<file path="src/rtl/acc_chk_pkg.sv">
package acc_chk_pkg;
  localparam int ATTR_W = 3;
  localparam logic [ATTR_W-1:0] ATTR_BYPASS = 3'd0;
  localparam logic [ATTR_W-1:0] ATTR_WTHRU  = 3'd1;
  localparam logic [ATTR_W-1:0] ATTR_WBACK  = 3'd2;
  localparam logic [ATTR_W-1:0] ATTR_ISO    = 3'd3;
endpackage

</file>
<file path="src/rtl/acc_chk_field_sel.sv">
module acc_chk_field_sel
  import acc_chk_pkg::*;
#(
  parameter int FIELD_W    = 2,
  parameter int NUM_FIELDS = 3,
  localparam int CTL_W     = FIELD_W * NUM_FIELDS
) (
  input  logic [ATTR_W-1:0] attr,
  input  logic              dcache_present,
  input  logic [CTL_W-1:0]  ctl,
  output logic              field_err,
  output logic              iso_err
);
  logic [ATTR_W-1:0]     eff_attr;
  logic [NUM_FIELDS-1:0] hit;
  logic [NUM_FIELDS-1:0] zero;

  // Without a data cache every page is treated as bypass.
  assign eff_attr = dcache_present ? attr : ATTR_BYPASS;

  for (genvar g = 0; g < NUM_FIELDS; g++) begin : g_field
    assign hit[g]  = (eff_attr == ATTR_W'(g));
    assign zero[g] = ~|ctl[g*FIELD_W +: FIELD_W];
  end

  assign field_err = |(hit & zero);
  assign iso_err   = (eff_attr == ATTR_ISO);
endmodule

</file>
<file path="src/rtl/acc_chk_prio.sv">
module acc_chk_prio #(
  parameter int CAUSE_W = 6,
  parameter logic [CAUSE_W-1:0] C_LOAD_PROHIB  = 6'd28,
  parameter logic [CAUSE_W-1:0] C_STORE_PROHIB = 6'd29,
  parameter logic [CAUSE_W-1:0] C_LS_ERR       = 6'd3
) (
  input  logic [CAUSE_W-1:0] fault_code,
  input  logic               rd_ok,
  input  logic               wr_ok,
  input  logic               field_err,
  input  logic               iso_err,
  output logic               fault,
  output logic [CAUSE_W-1:0] cause
);
  always_comb begin
    fault = 1'b1;
    cause = '0;
    if (fault_code != '0) begin
      cause = (fault_code == C_LOAD_PROHIB) ? C_STORE_PROHIB : fault_code;
    end else if (!(rd_ok && wr_ok)) begin
      cause = C_STORE_PROHIB;
    end else if (iso_err || field_err) begin
      cause = C_LS_ERR;
    end else begin
      fault = 1'b0;
    end
  end
endmodule

</file>
<file path="src/rtl/acc_chk_atomic.sv">
module acc_chk_atomic
  import acc_chk_pkg::*;
#(
  parameter int VA_W       = 32,
  parameter int CAUSE_W    = 6,
  parameter int FIELD_W    = 2,
  parameter int NUM_FIELDS = 3,
  parameter logic [CAUSE_W-1:0] C_LOAD_PROHIB  = 6'd28,
  parameter logic [CAUSE_W-1:0] C_STORE_PROHIB = 6'd29,
  parameter logic [CAUSE_W-1:0] C_LS_ERR       = 6'd3,
  localparam int CTL_W = FIELD_W * NUM_FIELDS
) (
  input  logic               clk,
  input  logic               rst,
  input  logic               req_valid,
  input  logic [VA_W-1:0]    req_vaddr,
  input  logic [CAUSE_W-1:0] xlat_fault,
  input  logic               page_rd,
  input  logic               page_wr,
  input  logic [ATTR_W-1:0]  page_attr,
  input  logic [CTL_W-1:0]   atom_ctl,
  input  logic               dcache_present,
  output logic               rsp_valid,
  output logic               rsp_fault,
  output logic [CAUSE_W-1:0] rsp_cause,
  output logic [VA_W-1:0]    rsp_vaddr
);
  logic               field_err, iso_err;
  logic               nxt_fault;
  logic [CAUSE_W-1:0] nxt_cause;

  acc_chk_field_sel #(.FIELD_W(FIELD_W), .NUM_FIELDS(NUM_FIELDS)) u_sel (
    .attr(page_attr), .dcache_present(dcache_present), .ctl(atom_ctl),
    .field_err(field_err), .iso_err(iso_err)
  );

  acc_chk_prio #(
    .CAUSE_W(CAUSE_W), .C_LOAD_PROHIB(C_LOAD_PROHIB),
    .C_STORE_PROHIB(C_STORE_PROHIB), .C_LS_ERR(C_LS_ERR)
  ) u_prio (
    .fault_code(xlat_fault), .rd_ok(page_rd), .wr_ok(page_wr),
    .field_err(field_err), .iso_err(iso_err),
    .fault(nxt_fault), .cause(nxt_cause)
  );

  always_ff @(posedge clk) begin
    if (rst) begin
      rsp_valid <= 1'b0;
      rsp_fault <= 1'b0;
      rsp_cause <= '0;
      rsp_vaddr <= '0;
    end else begin
      rsp_valid <= req_valid;
      if (req_valid) begin
        rsp_fault <= nxt_fault;
        rsp_cause <= nxt_fault ? nxt_cause : '0;
        rsp_vaddr <= nxt_fault ? req_vaddr : '0;
      end
    end
  end


  rsp_follows_req_chk: assert property (@(posedge clk) disable iff (rst)
    req_valid |=> rsp_valid);

  rsp_single_pulse_chk: assert property (@(posedge clk) disable iff (rst)
    !req_valid |=> !rsp_valid);

  fault_first_chk: assert property (@(posedge clk) disable iff (rst)
    (req_valid && xlat_fault != '0 && xlat_fault != C_LOAD_PROHIB) |=>
      (rsp_fault && rsp_cause == $past(xlat_fault) && rsp_vaddr == $past(req_vaddr)));

  no_load_prohib_chk: assert property (@(posedge clk) disable iff (rst)
    rsp_valid |-> rsp_cause != C_LOAD_PROHIB);

  iso_error_chk: assert property (@(posedge clk) disable iff (rst)
    (req_valid && xlat_fault == '0 && page_rd && page_wr && dcache_present
     && page_attr == ATTR_ISO) |=> (rsp_fault && rsp_cause == C_LS_ERR));

  pass_clean_chk: assert property (@(posedge clk) disable iff (rst)
    (rsp_valid && !rsp_fault) |-> (rsp_cause == '0 && rsp_vaddr == '0));

  verdict_hold_chk: assert property (@(posedge clk) disable iff (rst)
    !req_valid |=> ($stable(rsp_fault) && $stable(rsp_cause) && $stable(rsp_vaddr)));
endmodule

</file>
<file path="config.mk">
export PLATFORM = sky130hd
export DESIGN_NAME = acc_chk_atomic
export DESIGN_NICKNAME = d
export VERILOG_FILES = /design/src/rtl/acc_chk_pkg.sv /design/src/rtl/acc_chk_field_sel.sv /design/src/rtl/acc_chk_prio.sv /design/src/rtl/acc_chk_atomic.sv
export SDC_FILE = /design/constraint.sdc
export NUM_CORES = 1
export LEC_CHECK = 0
export BUFFER_PORTS_ARGS = -buffer_cell sky130_fd_sc_hd__buf_2
export CAP_MARGIN = 15
export CORE_UTILIZATION = 45
export DETAILED_ROUTE_END_ITERATION = 6
export PLACE_DENSITY_LB_ADDON = 0.1
export RECOVER_POWER = 100
export SETUP_SLACK_MARGIN = 0.3
export SYNTH_ARGS = -nofsm -noshare
export SYNTH_HDL_FRONTEND = slang
export SYNTH_HIERARCHICAL = 1
export SYNTH_SLANG_ARGS = --single-unit
</file>
<file path="constraint.sdc">
create_clock -name clk -period 4.1 [get_ports clk]
set_clock_uncertainty 0.05 [all_clocks]
set_input_delay 0.82 -clock clk [delete_from_list [all_inputs] [get_ports clk]]
set_output_delay 0.82 -clock clk [all_outputs]
set_load 0.1 [all_outputs]
</file>
==> results_dict.tcl <==
set metrics [dict create \
    outcome "finished, violations left" \
    violations "capacitance limit, slew limit" \
    nNetsFinal 337 \
    drc 0 \
    synth_area_per_cell_um2 9.54 \
    start_kind "input pin" \
    first_pass_iters 4 \
    antenna_cells 0 \
    p_leak_nw 0.911 \
    fill_cells 396 \
    r2r_cells 2 \
    initial_utilization_pct 47.2 \
    setup.worst_path.end_class "flop" \
    fin_crit_ps 2730 \
    clockBufferDepth 2 \
    post-route-util_pct 57.4 \
    portBuffers 92 \
    synth-edff-count 0 \
    path_cells "buf_2 -> nor4b_2 -> a21oi_1 -> o21ai_1 -> nor2_1 -> nand4_1 -> clkbuf_2 -> a21boi_1 -> nand3_2 -> a21oi_2" \
    root_buffer "clkbuf_8" \
    antenna_found_initial 0 \
    avgViaCountPerCell 4.90 \
    slew_viol_final 41 \
    gr-usage-all-layers_pct 17.4 \
    routed_wl_um 3890 \
    area_delta_synth_final_pct 21.5 \
    yosysSeqAreaShare_pct 41.8 \
    grt_pass1_vias 1369 \
    die_w_um 67.3 \
    cts_hold_buf 0 \
    drtIter0Drc 54 \
    synthArstFlopShare_pct 0 \
    num_rows 23 \
    powerDensity_mw_per_mm2 400 \
    clk_pin_slew_ps 70 \
    slowest_delay_ps 750 \
    critPathRequiredTime_ps 4240 \
    ant_nets 0 \
    fin_setup_tns_ps 0 \
    wire_per_inst_um 11.6 \
    fin_crit_sh_pct 66.6 \
    irDropWorstVdd_v 0.000187 \
    ys.flop_type "dfxtp_1" \
    cts_buffers 5 \
    cts_tree "yes" \
    die_h_um 67.3 \
    hp-class "reg -> reg" \
    drive_gt1_share_pct 34.5 \
    arrival_ps 2880 \
    path_class "in -> reg" \
    yosysTopAreaCell "dfxtp_1" \
    post_cts_buffers 0 \
    cp_max_fo 40 \
    timing.fmax_mhz 366 \
    yosysMostFrequentCell "nand2b_1" \
    dieArea_mm2 0.00452 \
    finalHoldViolCount 0 \
    syn_area_mm2 0.00192 \
    hold_path_depth 2 \
    core_mm2 0.00406 \
    io_pins 93 \
    synth_area_leaders "dfxtp_1 42%, nand2b_1 13%, nand3_2 9.9%, a21oi_2 8.7%, a21oi_1 5.5%" \
    grt_max_degree 46 \
    synth_top_area_share_pct 41.8 \
    worstMarginPinSlew_ps 2100 \
    crit_slowest_cell "clkbuf_2" \
    rsz0062_at_grt "no" \
    regArea_um2 801 \
    post_synth_inst_count 201 \
    power_w 0.000932 \
    place.gp.congestion 0.729 \
    grt-ovfl-total 0 \
    ys_ff_latch 40 \
    grt_pass1_wl_um 5950 \
    syn_nets 254 \
    cts_resized 0 \
    dp_hpwl_um 2670 \
    multiInputGateArea_um2 960 \
    synth_common_cells "41 x nand2b_1, 40 x dfxtp_1, 21 x a21oi_1" \
    setup_viol 0 \
    maxCapViolations 1 \
    dr_total_vias 1638 \
    max_slew_margin_pct -40.1 \
    worstSkewPairLatency_ps 280 \
    cts.sinks 40 \
    htree_levels 2 \
    ys_warn_count 6 \
    synth.distinct_cells 31 \
]
worst max-delay path: cells and delay by family:
| family | cells | cell delay [ps] |
|---|---|---|
| buffers and inverters | 2 | 870 |
| AOI/OAI and AO/OA | 4 | 660 |
| and+or+nand+nor | 4 | 520 |
kinds of logic after synthesis:
group | count (synthesis) | synth area share, %
mux | 1 | 0.522
flops | 40 | 41.8
compound gates | 45 | 16.2
simple gates | 95 | 33.9
buf+inv | 20 | 7.57
final timing paths:
kind | start | to | slack (ps)
setup reg to reg | rsp_fault | rsp_fault | 3370
hold reg to reg | rsp_vaddr[26] | rsp_vaddr[26] | 420
hold / removal | rsp_vaddr[26] | rsp_vaddr[26] | 420
setup / recovery | page_attr[0] | rsp_cause[0] | 1370
per-stage QoR:
stage               instance area [µm²]  setup slack (ps)  std cells  hold WS [ps]
floorplan                          1920              1990        201           864
global placement                   2320              1470        327           404
detailed placement                 2320              1420        327           406
CTS                                2390              1710        334           419
global route                       2330              1190        334           442
finish                             2330              1370        334           417
routing by layer:
metal	vias up	GRT usage, %	share of wire, %
li1	852	-	-
met1	720	22.1	48
met2	59	26.5	43
met3	7	6.42	8.0
met4	0	6.38	1.2
met5	-	0	0
placed cells by master, fill, tap and decap left out:
| master | n |
|---|---|
| o21ai_0 | 1 |
| o21ai_1 | 1 |
| nor3_1 | 2 |
| nand3_1 | 20 |
| clkbuf_1 | 42 |
| dfxtp_1 | 40 |
| a21oi_2 | 16 |
| clkinv_2 | 1 |
| buf_2 | 51 |
| nor4b_2 | 1 |
| nand4_1 | 1 |
| nand3b_1 | 1 |
| buf_4 | 1 |
| nor2b_1 | 1 |
| a21boi_1 | 1 |
| nand2_2 | 1 |
| nor4_1 | 1 |
| o31ai_2 | 1 |
| nand3_2 | 19 |
| nor2_1 | 3 |
| a21oi_1 | 24 |
| mux2i_1 | 1 |
| clkbuf_2 | 1 |
| inv_1 | 2 |
| nand2_1 | 2 |
| nand2b_1 | 41 |
| clkbuf_8 | 5 |
| nor4_4 | 1 |
| and2_1 | 1 |
| a41oi_1 | 1 |
layout make-up:
cell class,count,area share (%)
multi-input combinational,141,41.2
sequential,40,34.4
timing repair buffer,94,18.1
clock buffer,6,3.11
tap,50,2.69
inverter,2,0.322
clock inverter,1,0.215
registers in the layout (all words and copies together), names as in the netlist:
register   flops
rsp_fault      1
rsp_valid      1
rsp_cause      6
rsp_vaddr     32
where the power goes:
group          switching, W  internal, W
registers         0.0000106     0.000410
clock network      0.000124     0.000116
logic              0.000215    0.0000565
total              0.000350     0.000583
Power figures use the tool's default switching activity.
